--- src/rtl/ldg_pkg.sv ---
package ldg_pkg;

    typedef enum logic [1:0] {
        OP_OTHER = 2'b00,
        OP_LOAD  = 2'b01,
        OP_STORE = 2'b10,
        OP_MISC  = 2'b11
    } op_kind_e;

    typedef enum logic [1:0] {
        OCC_EMPTY,
        OCC_PART,
        OCC_FULL
    } occ_state_e;

    typedef enum logic {
        HW_IDLE,
        HW_ARMED
    } hitwin_state_e;

    typedef enum logic [2:0] {
        ISS_NONE,
        ISS_GO,
        ISS_DEP,
        ISS_FULL,
        ISS_ORDER
    } issue_e;

endpackage

--- src/rtl/ldg_pend_queue.sv ---
module ldg_pend_queue
    import ldg_pkg::*;
#(
    parameter int DEPTH = 4,
    parameter int TAG_W = 5,
    localparam int PTR_W = (DEPTH > 1) ? $clog2(DEPTH) : 1,
    localparam int CNT_W = $clog2(DEPTH + 1)
) (
    input  logic             clk,
    input  logic             rst_n,
    input  logic             push_i,
    input  logic [TAG_W-1:0] push_tag_i,
    input  logic             pop_i,
    input  logic [TAG_W-1:0] src_a_i,
    input  logic [TAG_W-1:0] src_b_i,
    output logic             match_o,
    output logic             empty_o,
    output logic             full_o,
    output logic [CNT_W-1:0] count_o
);

    logic [DEPTH-1:0] valid_q;
    logic [TAG_W-1:0] tag_q [DEPTH];
    logic [PTR_W-1:0] head_q, tail_q;
    logic [CNT_W-1:0] count_q, count_nxt;
    occ_state_e       occ_q, occ_nxt;
    logic [DEPTH-1:0] hit_vec;

    function automatic logic [PTR_W-1:0] ptr_inc(input logic [PTR_W-1:0] p);
        return (p == PTR_W'(DEPTH - 1)) ? '0 : p + 1'b1;
    endfunction

    // Per-entry source compare
    for (genvar gi = 0; gi < DEPTH; gi++) begin : g_cmp
        assign hit_vec[gi] = valid_q[gi] &&
                             ((tag_q[gi] == src_a_i) || (tag_q[gi] == src_b_i));
    end
    assign match_o = |hit_vec;

    // Next occupancy state
    always_comb begin
        count_nxt = count_q + CNT_W'(push_i) - CNT_W'(pop_i);
        if (count_nxt == '0)
            occ_nxt = OCC_EMPTY;
        else if (count_nxt == CNT_W'(DEPTH))
            occ_nxt = OCC_FULL;
        else
            occ_nxt = OCC_PART;
    end

    // State register and entry storage
    always_ff @(posedge clk) begin
        if (!rst_n) begin
            valid_q <= '0;
            head_q  <= '0;
            tail_q  <= '0;
            count_q <= '0;
            occ_q   <= OCC_EMPTY;
            for (int i = 0; i < DEPTH; i++) tag_q[i] <= '0;
        end else begin
            if (pop_i) begin
                valid_q[head_q] <= 1'b0;
                head_q          <= ptr_inc(head_q);
            end
            if (push_i) begin
                valid_q[tail_q] <= 1'b1;
                tag_q[tail_q]   <= push_tag_i;
                tail_q          <= ptr_inc(tail_q);
            end
            count_q <= count_nxt;
            occ_q   <= occ_nxt;
        end
    end

    // Outputs decoded from state
    always_comb begin
        empty_o = 1'b0;
        full_o  = 1'b0;
        unique case (occ_q)
            OCC_EMPTY: empty_o = 1'b1;
            OCC_PART:  ;
            OCC_FULL:  full_o  = 1'b1;
            default:   ;
        endcase
    end
    assign count_o = count_q;

    AST_NO_OVERFLOW: assert property (@(posedge clk) disable iff (!rst_n)
        (push_i && full_o) |-> pop_i);
    AST_NO_UNDERFLOW: assert property (@(posedge clk) disable iff (!rst_n)
        pop_i |-> !empty_o);
    AST_COUNT_GROWS: assert property (@(posedge clk) disable iff (!rst_n)
        (push_i && !pop_i) |=> (count_o == $past(count_o) + 1'b1));

endmodule

--- src/rtl/ldg_hit_window.sv ---
module ldg_hit_window
    import ldg_pkg::*;
#(
    parameter int TAG_W = 5
) (
    input  logic             clk,
    input  logic             rst_n,
    input  logic             arm_i,
    input  logic [TAG_W-1:0] arm_tag_i,
    input  logic [TAG_W-1:0] src_a_i,
    input  logic [TAG_W-1:0] src_b_i,
    output logic             dep_o
);

    hitwin_state_e    st_q, st_nxt;
    logic [TAG_W-1:0] tag_q;

    always_comb st_nxt = arm_i ? HW_ARMED : HW_IDLE;

    always_ff @(posedge clk) begin
        if (!rst_n) begin
            st_q  <= HW_IDLE;
            tag_q <= '0;
        end else begin
            st_q <= st_nxt;
            if (arm_i) tag_q <= arm_tag_i;
        end
    end

    always_comb begin
        dep_o = 1'b0;
        unique case (st_q)
            HW_IDLE:  dep_o = 1'b0;
            HW_ARMED: dep_o = (tag_q == src_a_i) || (tag_q == src_b_i);
            default:  dep_o = 1'b0;
        endcase
    end

    AST_BUBBLE_SINGLE: assert property (@(posedge clk) disable iff (!rst_n)
        (st_q == HW_ARMED && !arm_i) |=> !dep_o);

endmodule

--- src/rtl/ldg_issue_gate.sv ---
module ldg_issue_gate
    import ldg_pkg::*;
#(
    parameter int DEPTH = 4,
    parameter int TAG_W = 5,
    localparam int CNT_W = $clog2(DEPTH + 1)
) (
    input  logic             clk,
    input  logic             rst_n,
    input  logic             cand_valid_i,
    input  logic [1:0]       cand_kind_i,
    input  logic [TAG_W-1:0] cand_src_a_i,
    input  logic [TAG_W-1:0] cand_src_b_i,
    input  logic [TAG_W-1:0] cand_dst_i,
    input  logic             dc_hit_i,
    input  logic             ret_valid_i,
    output logic             stall_o,
    output logic             q_push_o,
    output logic [TAG_W-1:0] q_push_tag_o,
    output logic             q_pop_o
);

    op_kind_e   kind;
    issue_e     decision;
    logic       is_load, is_store;
    logic       q_match, q_empty, q_full, hw_dep, dep_any;
    logic       issue_go;
    logic [CNT_W-1:0] q_count;

    assign kind     = op_kind_e'(cand_kind_i);
    assign is_load  = (kind == OP_LOAD);
    assign is_store = (kind == OP_STORE);
    assign q_pop_o  = ret_valid_i && !q_empty;
    assign dep_any  = q_match || hw_dep;

    // Issue decision, priority: dependency, full queue, store order
    always_comb begin
        if (!cand_valid_i)
            decision = ISS_NONE;
        else if (dep_any)
            decision = ISS_DEP;
        else if (is_load && q_full && !q_pop_o)
            decision = ISS_FULL;
        else if (is_store && !q_empty)
            decision = ISS_ORDER;
        else
            decision = ISS_GO;
    end

    always_comb begin
        stall_o  = 1'b0;
        issue_go = 1'b0;
        unique case (decision)
            ISS_NONE:  ;
            ISS_GO:    issue_go = 1'b1;
            ISS_DEP:   stall_o  = 1'b1;
            ISS_FULL:  stall_o  = 1'b1;
            ISS_ORDER: stall_o  = 1'b1;
            default:   ;
        endcase
    end

    assign q_push_o     = issue_go && is_load && !dc_hit_i;
    assign q_push_tag_o = cand_dst_i;

    ldg_pend_queue #(
        .DEPTH (DEPTH),
        .TAG_W (TAG_W)
    ) u_queue (
        .clk        (clk),
        .rst_n      (rst_n),
        .push_i     (q_push_o),
        .push_tag_i (cand_dst_i),
        .pop_i      (q_pop_o),
        .src_a_i    (cand_src_a_i),
        .src_b_i    (cand_src_b_i),
        .match_o    (q_match),
        .empty_o    (q_empty),
        .full_o     (q_full),
        .count_o    (q_count)
    );

    ldg_hit_window #(
        .TAG_W (TAG_W)
    ) u_hitwin (
        .clk       (clk),
        .rst_n     (rst_n),
        .arm_i     (issue_go && is_load && dc_hit_i),
        .arm_tag_i (cand_dst_i),
        .src_a_i   (cand_src_a_i),
        .src_b_i   (cand_src_b_i),
        .dep_o     (hw_dep)
    );

    AST_STORE_BEHIND_LOADS: assert property (@(posedge clk) disable iff (!rst_n)
        (cand_valid_i && is_store && !stall_o) |-> (q_count == '0));
    AST_IDLE_QUIET: assert property (@(posedge clk) disable iff (!rst_n)
        !cand_valid_i |-> (!stall_o && !q_push_o));
    AST_FREE_ISSUE: assert property (@(posedge clk) disable iff (!rst_n)
        (cand_valid_i && !is_load && !is_store && !q_match && !hw_dep) |-> !stall_o);

endmodule

--- config.mk ---
export PLATFORM = sky130hd
export DESIGN_NAME = ldg_issue_gate
export DESIGN_NICKNAME = d
export VERILOG_FILES = /design/src/rtl/ldg_pkg.sv /design/src/rtl/ldg_pend_queue.sv /design/src/rtl/ldg_hit_window.sv /design/src/rtl/ldg_issue_gate.sv
export SDC_FILE = /design/constraint.sdc
export NUM_CORES = 1
export LEC_CHECK = 0
export BUFFER_PORTS_ARGS = -buffer_cell sky130_fd_sc_hd__clkbuf_2
export CAP_MARGIN = 15
export CORE_UTILIZATION = 52
export CTS_CLUSTER_DIAMETER = 120
export DETAILED_ROUTE_END_ITERATION = 6
export PLACE_DENSITY = 0.77
export SYNTH_ARGS = -nofsm -noshare
export SYNTH_HDL_FRONTEND = slang
export SYNTH_SLANG_ARGS = --single-unit
--- constraint.sdc ---
create_clock -name clk -period 2.3 [get_ports clk]
set_input_delay 0.23 -clock clk [delete_from_list [all_inputs] [get_ports clk]]
set_output_delay 0.23 -clock clk [all_outputs]
set_load 0.005 [all_outputs]
# After elaboration in Yosys (flattened, before gate mapping)
# Memory sizes are Yosys's and may differ from the RTL's.
# Cells that the tools add are included.
[op_classes]
addsub = 4
n_lt_le_gt_ge = 4
n_eq_ne = 20
n_mux = 27
bitwise_logic = 5
reduce_logical = 28
[op_table]
columns = ["operator", "n"]
rows = [
  ["5-bit == test", 10],
  ["1-bit logical AND", 13],
  ["1-bit two-way mux", 12],
  ["3-bit two-way mux", 4],
  ["4-bit two-way mux", 3],
  ["2-bit == test (second input constant)", 4],
  ["2-bit two-way mux", 4],
  ["3-bit by 2-bit == test with 1-bit output (second input constant)", 2],
  ["3-bit == test (second input constant)", 2],
  ["1-bit logical OR", 6],
  ["2-bit by 3-bit less-than comparator with 1-bit output (second input constant)", 2],
  ["5-bit two-way mux", 1],
  ["5-bit OR reduction", 1],
  ["2-bit by 1-bit adder with 2-bit output (second input constant)", 2],
  ["4-bit AND", 1],
  ["1-bit demux with 2-bit select", 2],
  ["2-bit by 1-bit greater-or-equal comparator with 1-bit output (second input constant)", 2],
  ["4-bit inverter", 1],
  ["4-bit bitwise OR", 1],
  ["4-bit OR reduction", 1],
  ["3-bit by 1-bit adder with 3-bit output", 1],
  ["3-bit by 1-bit == test with 1-bit output (second input constant)", 1],
  ["1-bit zero test", 3],
  ["3-bit zero test", 1],
  ["other kinds (7)", 8],
]
[word_totals]
register_bits = 19
mem_bits_rw = 20
input_bits = 22
memories = 1
[memory_table]
columns = ["memory", "depth", "width", "read_ports", "rd_ports_with_merged_regs", "write_ports", "line_no", "source"]
rows = [
  ["u_queue.tag_q", 4, 5, 4, 0, 4, "ldg_pend_queue.sv:23", "logic [TAG_W-1:0] tag_q [DEPTH];"],
]

# Longest topological paths before layout
[logic_depth]
word_depth = 18
mapped_depth = 14
depth_no_buf = 12

# Cells and area by module
# A second synthesis with hierarchy kept.
[unflattened]
cells_unflattened = 237
hier_area_um2 = 2404.8
[by_module_without_submodules]
columns = ["module", "n_inst", "cells_per_inst", "area_per_inst_um2", "seq_area_each_um2"]
rows = [
  ["ldg_pend_queue", 1, 186, 1963.1, 860.8],
  ["ldg_hit_window", 1, 33, 329.1, 120.1],
  ["ldg_issue_gate", 1, 18, 112.6, 0.0],
]

# Worst setup path after synthesis
# OpenSTA, ideal clock, no wires.
[synth_timing]
path_kind = "reg2reg"
startpoint = "mem u_queue.tag_q[0][3]"
endpoint = "reg u_queue.occ_q[1]"
setup_time_ps = 60
t_arrival_ps = 2312
path_slack_ps = -71
path_stages_with_launch = 14
n_path_buf = 1
cell_sequence = "edfxtp_1 -> xor2_1 -> nor4_1 -> and3_1 -> nor4_4 -> nand3_2 -> buf_6 -> inv_2 -> ha_1 -> inv_1 -> fa_1 -> and2_1 -> nor3_1 -> and3_1"
[synth_rtl]
columns = ["item", "line_no", "source"]
rows = [
  ["start: declaration", "ldg_pend_queue.sv:23", ""],
  ["end signal: assignment", "ldg_pend_queue.sv:71", "occ_q <= occ_nxt;"],
  ["end: declaration", "ldg_pend_queue.sv:26", "occ_state_e occ_q, occ_nxt;"],
]

==> out/metrics.cfg <==
[detailed_routing]
drt-wirelength-per-cell_um=16.9
via_per_inst=5.56
dr.pass1.iters=6
drt_iter0_markers=100
drc=2
drt-total-wl_um=5830
vias=1925
ant_nets=0

[floorplan]
initial_utilization_pct=55.3
coreArea_mm2=0.00444
rows=24
ios=30
die_w_um=70.8
dieArea_mm2=0.00501
die_y_um=70.8

[pwr]
peakVddDrop_v=0.000358
power_leakage_uw=0.00125
p_per_area_mw_per_mm2=578

[synth]
netlist_top_cells_area=edfxtp_1, dfxtp_1, xor2_1, nor4_1, ha_1
synth-async-reset-ratio_pct=0
ys_seq_elements=39
synth_area_leader_cell=edfxtp_1
ys.flop_type=edfxtp_1
syn-num-nets=286
syn-cell-area_mm2=0.00246
synth-adder-area-share_pct=5.90
ys_warn_count=0
synth-simple-area-share_pct=21.8
synth-edff-count=20
synth_cell_type_count=37
synth-xor-area-share_pct=18.2
synth_top_family_by_area=simple AND/OR/NAND/NOR gates
synthCells=253
seq_area_frac_synth_pct=39.9
synth.top_cell.area_share_pct=24.4
synthMuxAreaShare_pct=2.85
synth_compound_area_share_pct=3.05
avgSynthCellArea_um2=9.72

[run_status]
outcome=complete, but fails checks
violations=DRC, setup timing

[cts]
clk_latency_ns=0.29
root_buffer=clkbuf_8
ctsLongestPathBuffers=2
cts_tree=built
htreeDepth=2
clkTransAtPathRegs_ns=0.08
numCtsBuffers=5
clock-sinks=39

[final_layout]
nets=326
diodes=0
syn2layout_area_growth_pct=20.7
layoutNonFillerInstCount=346
drive_above_1_share_pct=30.6

[grt]
grt_antenna_before_repair=0
grt_max_degree=28
grt_pass1_vias=1971
grt_pass1_wl_um=9540
grt.total_usage_pct=25.3
grt_overflow=0

[placed_design]
gp_congestion=0.935
dpl.cell_count=335
dp_hpwl_um=4340
io_buffers=29

[timing]
setup_tns_ns=-0.0547
worstMarginPinSlew_ns=0.666
setup_ws_ns=-0.0547
fin_crit_sh_pct=102
rsz0062_at_grt=true
slew_headroom_pct=55.6
setup-violations-final=1
max_freq_ghz=0.425
slew_viol_final=0
finalCriticalPeriod_ns=2.35
fin_skew_ns=0.00724
finalHoldViolCount=0

[worst_setup_path]
cp-startpoint=u_queue.tag_q[2][4]
required_ns=2.49
worstPathArrival_ns=2.54
r2r-start=u_queue.tag_q[2][4]
criticalPathCategory=reg2reg
r2r_slack_ns=-0.05
cp_max_fo=3
cp-end-kind=flop
cp-start-kind=flop

[run]
maxCapViolCount=0

[hold_path]
hold_start=cand_dst_i[2]
hold_path_class=in2reg

-- cell usage after synthesis, types with 2 or more instances --
library cell   n
xor2_1        41
nor4_1        24
nand2_1       23
edfxtp_1      20
dfxtp_1       19
inv_1         13
nor2_1        12
nand3_1       11
ha_1          10
xnor2_1       10
buf_4          9
buf_2          7
mux2i_1        7
clkbuf_1       6
nor3_2         5
and3_1         4
o21ai_1        4
a21oi_1        3
o31ai_1        3
a31oi_1        2
buf_6          2
nor2b_1        2
nor3_1         2
-- sequential cells by signal, indices dropped and copies added (netlist names) --
name and flops:
u_queue.count_o 3, u_queue.head_q 2, u_queue.tail_q 2, u_queue.valid_q 4, u_hitwin.st_q 1, u_hitwin.tag_q 5
u_queue.occ_q 2, u_queue.tag_q 20
-- report_power, final --
part	leakage (uW)	switching, uW	internal, uW
Sequential	0.000362	41.9	786
Clock	0.0000412	246	212
Combinational	0.000847	238	190
Total	0.00125	526	1190
-- worst max-delay path: stages (launching register included) --
cell and delay [ns]:
edfxtp_1 0.46, xor2_1 0.18, nor4_1 0.33, nand3_1 0.13, and4_4 0.21, nand3_4 0.07
inv_4 0.05, ha_4 0.15, inv_2 0.04, fa_2 0.44, and3_1 0.17
-- cell families after synthesis --
| logic type | after synthesis |
|---|---|
| DFF | 39 |
| xor gates and xnor gates | 51 |
| buffers and inverters | 39 |
| adders and majority gates | 11 |
| AOI/OAI and AO/OA | 13 |
| and+or+nand+nor | 93 |
| muxes | 7 |
-- cells in the final DEF, fill, tap and decap left out, drive strengths merged --
master,netlist,routed
buf,18,29
clkinvlp,0,1
ha,10,10
nand3b,1,1
nor2b,2,2
a21oi,3,3
nor4,25,25
xor2,41,41
clkinv,1,2
o31ai,3,3
mux2i,7,7
clkbuf,6,34
xnor2,10,10
and3,5,5
dfxtp,19,19
nand4,1,1
and4,2,2
nor2,12,12
fa,1,1
edfxtp,20,20
inv,14,14
nor3,7,7
a31oi,2,2
nand3,12,12
or3,1,1
nor3b,1,1
nand2,23,23
o21ai,5,5
and2,1,1
-- final timing paths --
kind / endpoint / depth (start not counted)
setup reg to reg: u_queue.occ_q[1] / 10
hold / removal: u_hitwin.tag_q[2] / 3
hold reg to reg: u_queue.valid_q[3] / 2
setup / recovery: u_queue.occ_q[1] / 10
-- final cells by class --
| cell class | count | area (um^2) |
|---|---|---|
| Clock inverter | 2 | 12.5 |
| Sequential cell | 39 | 982 |
| Tap cell | 52 | 65.1 |
| Clock buffer | 6 | 72.6 |
| Timing Repair Buffer | 57 | 388 |
| Fill cell | 354 | 1480 |
| Inverter | 15 | 58.8 |
| Multi-Input combinational cell | 175 | 1390 |
-- metrics by stage --
step | cell area, um^2 | hold slack (ns) | util [%] | total power, uW | setup WS, ns
after global routing | 2970 | 0.197 | 66.8 | 1810 | -0.145
after CTS | 2870 | 0.177 | 64.6 | 1700 | -0.0380
after global placement | 2740 | 0.482 | 61.7 | 1210 | -0.120
after floorplan | 2470 | 0.369 | - | 1110 | 0.000531
final | 2970 | 0.189 | 66.8 | 1710 | -0.0547
after detailed placement | 2740 | 0.486 | 61.7 | 1230 | -0.170
-- repair_timing --
action,4_1_cts,5_1_grt
cloned,0,0
buffers inserted,1,3
hold buffers,0,0
endpoints found under the setup margin,24,19
gates resized for setup,8,14
pin swaps,5,11
-- routing by layer --
layer	track usage [%]	wire length [um]	part of all wire, %	vias to the layer above
li1	-	-	-	940
met1	32.0	2560	44	908
met2	41.2	2800	48	59
met3	5.27	287	4.9	18
met4	12.4	189	3.2	0
met5	0	0	0	-
Power figures use the tool's default switching activity.
